## config.mk

```make
export PLATFORM = sky130hd
export DESIGN_NAME = rtc_prescaler
export DESIGN_NICKNAME = d
export VERILOG_FILES = /design/src/rtl/rtc_prescaler.sv
export SDC_FILE = /design/constraint.sdc
export NUM_CORES = 1
export LEC_CHECK = 0
export ABC_AREA = 1
export ABC_CLOCK_PERIOD_IN_PS = 2300
export BUFFER_PORTS_ARGS = -buffer_cell sky130_fd_sc_hd__buf_2
export CAP_MARGIN = 25
export CORE_ASPECT_RATIO = 0.5
export CORE_MARGIN = 8
export CORE_UTILIZATION = 60
export DETAILED_ROUTE_END_ITERATION = 8
export PLACE_DENSITY_LB_ADDON = 0.08
export SLEW_MARGIN = 0
export SYNTH_ARGS = -nofsm -noshare
export SYNTH_HDL_FRONTEND = slang
export SYNTH_SLANG_ARGS = --single-unit
export TNS_END_PERCENT = 100
```

## constraint.sdc

```tcl
create_clock -name clk -period 2.3 [get_ports clk]
set_input_delay 0.46 -clock clk [delete_from_list [all_inputs] [get_ports clk]]
set_output_delay 0.46 -clock clk [all_outputs]
set_load 0.1 [all_outputs]
```

## src/rtl/rtc_prescaler.sv

```systemverilog
module rtc_prescaler #(
  parameter int STAGES = 15,
  parameter int RSW    = 4
) (
  input  logic           clk,
  input  logic           rst_n,
  input  logic [2:0]     dctl,
  input  logic [RSW-1:0] rsel,
  input  logic           stat_rd,
  output logic           sec_tick,
  output logic           pflag,
  output logic           pirq,
  output logic           chain_rst
);
  localparam logic [2:0]        RUN_CODE = 3'b010;
  localparam logic [STAGES-1:0] ONE      = 1;
  localparam logic [STAGES-1:0] SEC_PRE  = {1'b0, {(STAGES-1){1'b1}}};
  localparam logic [RSW-1:0]    RMAX     = RSW'(STAGES);

  logic [STAGES-1:0] cnt;
  logic [STAGES-1:0] lomask, fullmask;
  logic              run, sec_hit, tap_en, tap_hit;

  assign run       = (dctl == RUN_CODE);
  assign chain_rst = (dctl[2:1] == 2'b11);

  always_ff @(posedge clk or negedge rst_n)
    if (!rst_n)         cnt <= '0;
    else if (chain_rst) cnt <= '0;
    else if (run)       cnt <= cnt + ONE;

  assign sec_hit  = run && (cnt == SEC_PRE);
  assign tap_en   = (rsel != '0) && (rsel <= RMAX);
  assign lomask   = tap_en ? ((ONE << (rsel - RSW'(1))) - ONE) : '0;
  assign fullmask = {lomask[STAGES-2:0], 1'b1};
  assign tap_hit  = run && tap_en && ((cnt & fullmask) == lomask);

  always_ff @(posedge clk or negedge rst_n)
    if (!rst_n) begin
      sec_tick <= 1'b0;
      pirq     <= 1'b0;
      pflag    <= 1'b0;
    end else begin
      sec_tick <= sec_hit;
      pirq     <= tap_hit;
      pflag    <= tap_hit | (pflag & ~stat_rd);
    end
endmodule

```

==> impl_metrics.csv, run 1 <==
group,metric,value,unit
cts,cts_buffers,3,
worst_setup_path,worst-path-max-fanout,8,
yosys,yosysWarningCount,0,
drt,wl_per_cell,13.26,microns
global_route,grt_start_max_net_pins,19,
cts,clkSinkCount,18,
timing,fin_ws,0.2991,ns
pwr,pwr-share-seq,0.421,
drt,vias,1841,
timing,maxSlewViolCount,0,
floorplan,rows,14,
pwr,p_int,541.8,uW
yosys,yosysUniqueCellTypes,37,
cts,clock_latency,0.25,ns
floorplan,start_util,0.6093,
worst_hold_path,hold_path_class,"in2async",
yosys,syn-cell-area,0.001772,sq mm
pwr,leakage,0.9946,nW
layout,final_cell_mix,"nand2_1 (64), inv_1 (43), nand3_1 (32)",
run_status,status,"finished, final reports clean",
floorplan,chipHeight,54.43,microns
drt,drc,0,
timing,min_period,2.001,ns
drt,vias_per_cell,5.529,
layout,diodes,0,
yosys,synth_nets,287,
pwr,p_clk_frac,0.323,
layout,final_nets,306,
layout,final_common_cell,"nand2_1",
cts,htree_levels,1,
pwr,p_comb_frac,0.256,
pwr,p_per_area,403.6,mW/mm^2
place,io_buffer_count,13,
yosys,yosys.area.top_type,"dfrtp_1",
yosys,postSynthCellCount,275,
layout,final_cell_area,0.001941,sq mm
yosys,synth_area_leaders,"dfrtp_1 (25%), nand2_1 (14%), inv_1 (9.1%)",
timing,finalHoldViolCount,0,
global_route,grt_pass1_wl,7514,microns
timing,skew,0.002053,ns
drt,drtPass1Iterations,4,
yosys,synthArstFlopShare,1.000,
timing,slew_headroom,0.6713,
global_route,grt_pass1_vias,1675,
floorplan,die-area,0.005053,sq mm
timing,finalSetupViolCount,0,
place,placed_area,0.001878,sq mm
cts,tritoncts,"yes",
worst_setup_path,critPathRequiredTime,2.49,ns
cts,cts_setup_buffers,0,
cts,cts.path.max_buffers,2,
timing,period_share,0.8700,
drt,drt_iter0_markers,104,
floorplan,core,0.002908,sq mm
yosys,syn_area_per_cell,6.443,sq um
job,maxCapViolCount,0,
drt,wl,4415,microns
timing,tightest_slew,0.4965,ns
place,gp_congestion,0.8714,
layout,layout-drive-gt1-share,0.1741,
cts,clk_pin_slew,0.07,ns
yosys,synth_edf_count,0,
worst_setup_path,crit_path_start_kind,"input pin",
worst_setup_path,end_kind,"register",
global_route,track_usage,0.1846,
global_route,gr-total-overflow,0,
layout,area_growth,9.534,%
worst_setup_path,critical_path_class,"in2reg",
place,place_ws,0.08198,ns
drt,antenna_left,0,
pwr,switching_share,0.3082,
pwr,vdd_drop_max,0.0003012,V
worst_setup_path,cp.arrival,2.19,ns
yosys,synth_ff_type,"dfrtp_1",
global_route,antenna_found_initial,0,
yosys,ys_seq_area_frac,0.2542,
pwr,power.total,783.1,uW
yosys,synth_top_area_share,0.2542,
pwr,switchingPower,241.4,uW
floorplan,ioPinCount,14,
floorplan,fp.dieW,92.85,microns
timing,rsz0062_at_grt,"no",
timing,fmax,499.8,MHz
timing,setup_tns,0,ns
yosys,ys_seq_elements,18,
place,hpwl,3451,microns
cts,ctsRootBufferMaster,"clkbuf_8",
timing,hold_ws,0.1322,ns
-- state kept, by name (all words and copies together) (netlist names) --
name      count
pirq          1
cnt          15
sec_tick      1
pflag         1
-- logic make-up after synthesis --
group | after synthesis | share of synthesized area
buffers and inverters | 54 | 0.1419
adders and majority gates | 2 | 0.01412
DFF | 18 | 0.2542
and+or+nand+nor | 165 | 0.4619
AOI/OAI and AO/OA | 32 | 0.1081
xor gates and xnor gates | 4 | 0.01978
-- Yosys cell counts, types with 2 or more instances --
master / count
dfrtp_1: 18
nand3_2: 2
inv_2: 2
a21oi_1: 7
ha_1: 2
o21ai_0: 13
nor2_2: 2
nor3_1: 2
o22ai_1: 3
nand2_1: 64
buf_6: 6
nand3_1: 32
nand3b_1: 2
inv_1: 43
nand4_1: 16
nor2_1: 30
xor2_1: 3
nor2_4: 4
nand2_2: 6
-- area by class of cell --
class	count	area, sq um
clock buffers	4	55.05
inverters	46	175.2
repair buffers	22	132.6
well taps	40	50.05
fillers	264	967.2
multi-input cells	203	1077
flip-flops and latches	18	450.4
-- layer usage --
layer / vias up / global-route usage / share of wire
li1: 944 / - / -
met1: 842 / 0.2518 / 0.50
met2: 51 / 0.3131 / 0.42
met3: 4 / 0.02462 / 0.066
met4: 0 / 0.03430 / 0.0066
met5: - / 0 / 0
-- power groups by stage --
| stage | logic (mW) | clock network [mW] | registers (mW) |
|---|---|---|---|
| global route | 0.227 | 0.269 | 0.330 |
| detailed placement | 0.198 | 0 | 0.335 |
| finish | 0.201 | 0.253 | 0.329 |
| global placement | 0.195 | 0 | 0.335 |
| floorplan | 0.155 | 0 | 0.333 |
| CTS | 0.200 | 0.260 | 0.329 |
-- path summary, 6_finish.rpt --
check	cells past startpoint	slack, ns	startpoint	to
setup / recovery	16	0.30	rsel[1]	pflag
hold / removal	1	0.13	rst_n	pflag
setup reg to reg	10	0.32	cnt[0]	cnt[12]
hold reg to reg	1	0.53	cnt[14]	sec_tick
max in group asynchronous	1	1.88	rst_n	cnt[5]
min in group clk	4	0.47	stat_rd	pflag
-- per-stage QoR --
| stage | instances | utilization |
|---|---|---|
| 2_1_floorplan | 275 | - |
| 3_3_place_gp | 329 | 0.6459 |
| 3_5_place_dp | 329 | 0.6459 |
| 4_1_cts | 333 | 0.6648 |
| 5_1_grt | 333 | 0.6674 |
| 6_report | 333 | 0.6674 |
-- worst max-delay path: stages --
cell and delay (ns):
buf_2 0.22, nor2_2 0.09, nand3_2 0.08, ha_1 0.24, inv_1 0.14, nor2_4 0.18
nand2_2 0.08, nand2_2 0.08, nand2_2 0.06, nand2_1 0.06, nand2_1 0.07, nor2_1 0.10
nand3_1 0.09, nor2_1 0.09, nand2_1 0.09, nand2_1 0.07
-- repair_timing --
action,in CTS,in global routing
endpoints found under the setup margin,0,3
resized for setup,0,2
hold buffers,0,0
No activity file was read; power rests on OpenSTA's default activity.
==> run 2: changes to the inputs <==
CORE_ASPECT_RATIO = 0.6   (was 0.5)
==> run 2 against run 1 <==
  * Count of clock-buffer cells in the layout stayed put
  * Worst hold slack worse by 0.011 ns
  * Worst setup slack worse by 0.10 ns
  * Register-to-register slack worse by 0.12 ns
  * Critical path depth is 6 lower
  * Final area is 0.52% higher
  * Utilization is 2.1 points higher
  * Critical endpoint is now cnt[12]
==> impl_metrics.csv, run 2 (same netlist as run 1, synthesis figures left out) <==
group,metric,value,unit
worst_setup_path,cp_cell_sequence,"ha_1, nand3_1, nor2_1, inv_1, nor2_1, nand4_1, nor3b_1, nand3_1, nand3_1, o21ai_0",
layout,top_register,"cnt",
timing,slew_headroom,0.6768,
global_route,gr-total-overflow,0,
pwr,leakage,1.004,nW
layout,area_growth,10.10,%
floorplan,ioPinCount,14,
timing,fmax,475.5,MHz
global_route,grt_pass1_wl,7120,microns
worst_setup_path,end_kind,"register",
timing,setup_tns,0,ns
timing,rsz0062_at_grt,"no",
place,io_buffer_count,13,
floorplan,die-area,0.005004,sq mm
floorplan,fp.dieW,86.15,microns
drt,drc,0,
layout,final_common_cell,"nand2_1",
place,place_inst,333,
worst_setup_path,max_stage_delay,0.43,ns
pwr,vdd_drop_max,0.0002930,V
job,maxCapViolCount,0,
timing,min_period,2.103,ns
cts,hold_buffers,0,
pwr,power.total,794.4,uW
cts,htree_levels,1,
pwr,p_comb_frac,0.260,
worst_setup_path,crit_path_start_kind,"register",
timing,finalSetupViolCount,0,
worst_setup_path,cp.arrival,2.24,ns
worst_setup_path,cp_slowest_cell,"dfrtp_1",
floorplan,rows,15,
global_route,track_usage,0.1772,
timing,tightest_slew,0.4882,ns
timing,skew,0.003903,ns
worst_setup_path,critPathRequiredTime,2.44,ns
cts,clk_pin_slew,0.07,ns
pwr,switchingPower,250.0,uW
worst_setup_path,worst-path-max-fanout,6,
layout,diodes,0,
layout,largest_reg_flops,15,
pwr,p_per_area,407.2,mW/mm^2
worst_setup_path,critical_path_class,"reg2reg",
drt,vias,1840,
pwr,switching_share,0.3147,
floorplan,core,0.002834,sq mm
global_route,grt_pass1_vias,1541,
layout,final_cell_mix,"nand2_1 (64), inv_1 (43), nand3_1 (32)",
worst_setup_path,path_buf_inv,1,
place,placed_area,0.001896,sq mm
place,gp_congestion,0.9379,
cts,tritoncts,"yes",
global_route,antenna_found_initial,0,
layout,layout-drive-gt1-share,0.1729,
cts,clock_latency,0.25,ns
worst_setup_path,cpMostUsedCell,"nand3_1",
drt,drt_iter0_markers,228,
cts,cts.path.max_buffers,2,
global_route,grt_start_max_net_pins,19,
layout,final_nets,308,
drt,vias_per_cell,5.460,
run_status,status,"finished, final reports clean",
cts,cts_buffers,3,
pwr,pwr-share-seq,0.414,
drt,drtPass1Iterations,5,
timing,maxSlewViolCount,0,
timing,finalHoldViolCount,0,
floorplan,start_util,0.6252,
pwr,p_clk_frac,0.326,
place,hpwl,3534,microns
drt,antenna_left,0,
worst_hold_path,hold_path_class,"in2async",
drt,wl_per_cell,12.96,microns
timing,period_share,0.9144,
floorplan,chipHeight,58.09,microns
worst_setup_path,crit_family,"simple AND/OR/NAND/NOR gates",
layout,final_cell_area,0.001951,sq mm
cts,cts_setup_buffers,0,
worst_setup_path,reg2reg_slack,0.20,ns
cts,ctsRootBufferMaster,"clkbuf_8",
layout,finalNonFillerCells,337,
drt,wl,4368,microns
cts,clkSinkCount,18,
cts,cts_resized,0,
pwr,p_int,544.4,uW
==> run 2: changes by cell type in the layout (fill, tap and decap cells not counted), sizes merged <==
cell,before,now
buf,22,24
==> run 2: area by class of cell <==
cell class                      instances  area [sq um]
Clock buffer                            4         55.05
Fill cell                             235         883.3
Inverter                               46         175.2
Multi-Input combinational cell        203          1070
Sequential cell                        18         450.4
Tap cell                               42         52.55
Timing Repair Buffer                   24         147.6
==> run 2: path summary, 6_finish.rpt <==
kind | to | cells after the start | start
max | cnt[12] | 10 | cnt[0]
min | cnt[11] | 1 | rst_n
max reg2reg | cnt[12] | 10 | cnt[0]
min reg2reg | pflag | 2 | pflag
max in group asynchronous | cnt[1] | 1 | rst_n
min in group clk | pflag | 4 | stat_rd
==> run 2: metal layers <==
metal	up-vias	wire length [microns]	track usage
met2	69	1735	0.2356
met4	0	0	0.01980
met5	-	0	0
li1	938	-	-
met1	833	2248	0.2675
met3	0	384	0.05915
==> run 2: power by group through the flow <==
stage / Clock (mW) / Sequential [mW] / Combinational [mW]
detailed placement: 0 / 0.334 / 0.203
CTS: 0.263 / 0.328 / 0.204
global placement: 0 / 0.335 / 0.202
global route: 0.273 / 0.329 / 0.231
floorplan: 0 / 0.333 / 0.155
finish: 0.259 / 0.329 / 0.207
==> run 2: worst register-to-register path, delay by kind of cell (launching register included) <==
kind	cells	cell delay (ns)
flops	1	0.43
compound gates	1	0.07
buf+inv	1	0.07
simple gates	7	1.21
fa+ha+maj	1	0.22
==> run 2: per-stage QoR <==
step	utilization	hold WS [ns]	setup WS (ns)
4_1_cts	0.6883	0.1313	0.2383
5_1_grt	0.6883	0.1562	0.03029
3_5_place_dp	0.6689	0.4081	0.06890
3_3_place_gp	0.6689	0.4071	0.08634
6_report	0.6883	0.1208	0.1969
2_1_floorplan	-	0.1644	0.1862
==> run 3: changes to the inputs <==
MAX_ROUTING_LAYER = met4   (was unset)
==> run 3 against run 2 <==
  * Critical path type unchanged
  * Largest power group unchanged
  * Clock power hardly changed
  * Register-to-register slack got worse by 0.02 ns
  * Clock skew is 0.0032 ns higher
  * Die area unchanged
  * Worst hold slack worse by 0.0087 ns
  * Non-clock buffer count stayed put
  * Critical endpoint unchanged
==> impl_metrics.csv, run 3 (same netlist as run 1, synthesis figures left out) <==
group,metric,value,unit
floorplan,die-area,0.005004,sq mm
worst_setup_path,cp_cell_sequence,"ha_1, nand3_1, nor2_1, inv_1, nor2_1, nand4_1, nor3b_1, nand3_1, nand3_1, o21ai_0",
worst_setup_path,critical_path_class,"reg2reg",
global_route,grt_pass1_wl,7120,microns
layout,final_cell_mix,"nand2_1 (64), inv_1 (43), nand3_1 (32)",
place,hpwl,3534,microns
layout,final_common_cell,"nand2_1",
drt,wl,4369,microns
layout,diodes,0,
run_status,status,"finished, final reports clean",
timing,fmax,470.1,MHz
drt,drt_iter0_markers,207,
cts,cts_resized,0,
pwr,vdd_drop_max,0.0002908,V
timing,skew,0.007112,ns
timing,slew_headroom,0.6768,
cts,htree_levels,1,
place,io_buffer_count,13,
cts,cts_buffers,3,
cts,cts.path.max_buffers,2,
place,place_inst,333,
global_route,gr-total-overflow,0,
global_route,grt_start_max_net_pins,19,
floorplan,ioPinCount,14,
global_route,antenna_found_initial,0,
timing,maxSlewViolCount,0,
worst_setup_path,cp.arrival,2.27,ns
layout,largest_reg_flops,15,
drt,drc,0,
timing,finalSetupViolCount,0,
worst_setup_path,crit_path_start_kind,"register",
floorplan,fp.dieW,86.15,microns
pwr,p_per_area,408.8,mW/mm^2
layout,final_util,0.6883,
cts,clock_latency,0.26,ns
floorplan,chipHeight,58.09,microns
drt,vias_per_cell,5.487,
cts,clkSinkCount,18,
job,maxCapViolCount,0,
place,gp_congestion,0.9547,
timing,min_period,2.127,ns
drt,drtPass1Iterations,5,
layout,layout-drive-gt1-share,0.1729,
global_route,track_usage,0.1824,
layout,area_growth,10.10,%
floorplan,core,0.002834,sq mm
floorplan,rows,15,
pwr,leakage,1.004,nW
worst_setup_path,critPathRequiredTime,2.44,ns
timing,period_share,0.9249,
drt,wl_per_cell,12.96,microns
worst_setup_path,worst-path-max-fanout,6,
timing,setup_tns,0,ns
timing,tightest_slew,0.4882,ns
layout,finalNonFillerCells,337,
worst_setup_path,path_buf_inv,1,
worst_setup_path,crit_family,"simple AND/OR/NAND/NOR gates",
worst_setup_path,cpMostUsedCell,"nand3_1",
layout,top_register,"cnt",
timing,rsz0062_at_grt,"no",
worst_setup_path,max_stage_delay,0.43,ns
timing,finalHoldViolCount,0,
cts,clk_pin_slew,0.07,ns
drt,antenna_left,0,
layout,final_nets,308,
floorplan,start_util,0.6252,
cts,cts_setup_buffers,0,
cts,ctsRootBufferMaster,"clkbuf_8",
worst_hold_path,hold_path_class,"in2async",
worst_setup_path,cp_slowest_cell,"dfrtp_1",
worst_setup_path,end_kind,"register",
global_route,grt_pass1_vias,1536,
cts,tritoncts,"yes",
drt,vias,1849,
cts,hold_buffers,0,
[run 3: cell counts in the layout (fill, tap and decap cells not counted)]
No cell type changed its count.
[run 3: routing by layer]
| layer | track usage | part of all wire |
|---|---|---|
| met3 | 0.05915 | 0.095 |
| met1 | 0.2691 | 0.51 |
| met4 | 0.01980 | 0 |
| met5 | - | 0 |
| met2 | 0.2345 | 0.40 |
[run 3: path summary, 6_finish.rpt]
path | start | end | slack [ns] | cells past startpoint
min | rst_n | cnt[11] | 0.11 | 1
min reg2reg | pflag | pflag | 0.50 | 2
min in group clk | stat_rd | pflag | 0.45 | 4
max reg2reg | cnt[0] | cnt[12] | 0.17 | 10
max in group asynchronous | rst_n | cnt[0] | 1.90 | 1
max | cnt[0] | cnt[12] | 0.17 | 10
[run 3: metrics by stage]
stage	setup WS, ns	power, mW	area, sq um	hold WS, ns
6_report	0.1728	0.7973	1951	0.1121
5_1_grt	0.03029	0.8326	1951	0.1562
4_1_cts	0.2383	0.7958	1951	0.1313
3_5_place_dp	0.06890	0.5377	1896	0.4081
3_3_place_gp	0.08634	0.5371	1896	0.4071
2_1_floorplan	0.1862	0.4876	1772	0.1644
[run 3: final cells by class]
type	instances	area, sq um
Inverter	46	175.2
Timing Repair Buffer	24	147.6
Tap cell	42	52.55
Fill cell	235	883.3
Clock buffer	4	55.05
Multi-Input combinational cell	203	1070
Sequential cell	18	450.4
[run 3: where the power goes]
group	switching, mW	internal [mW]
logic	0.136	0.0708
registers	0.00713	0.321
clock network	0.110	0.152
total	0.253	0.545
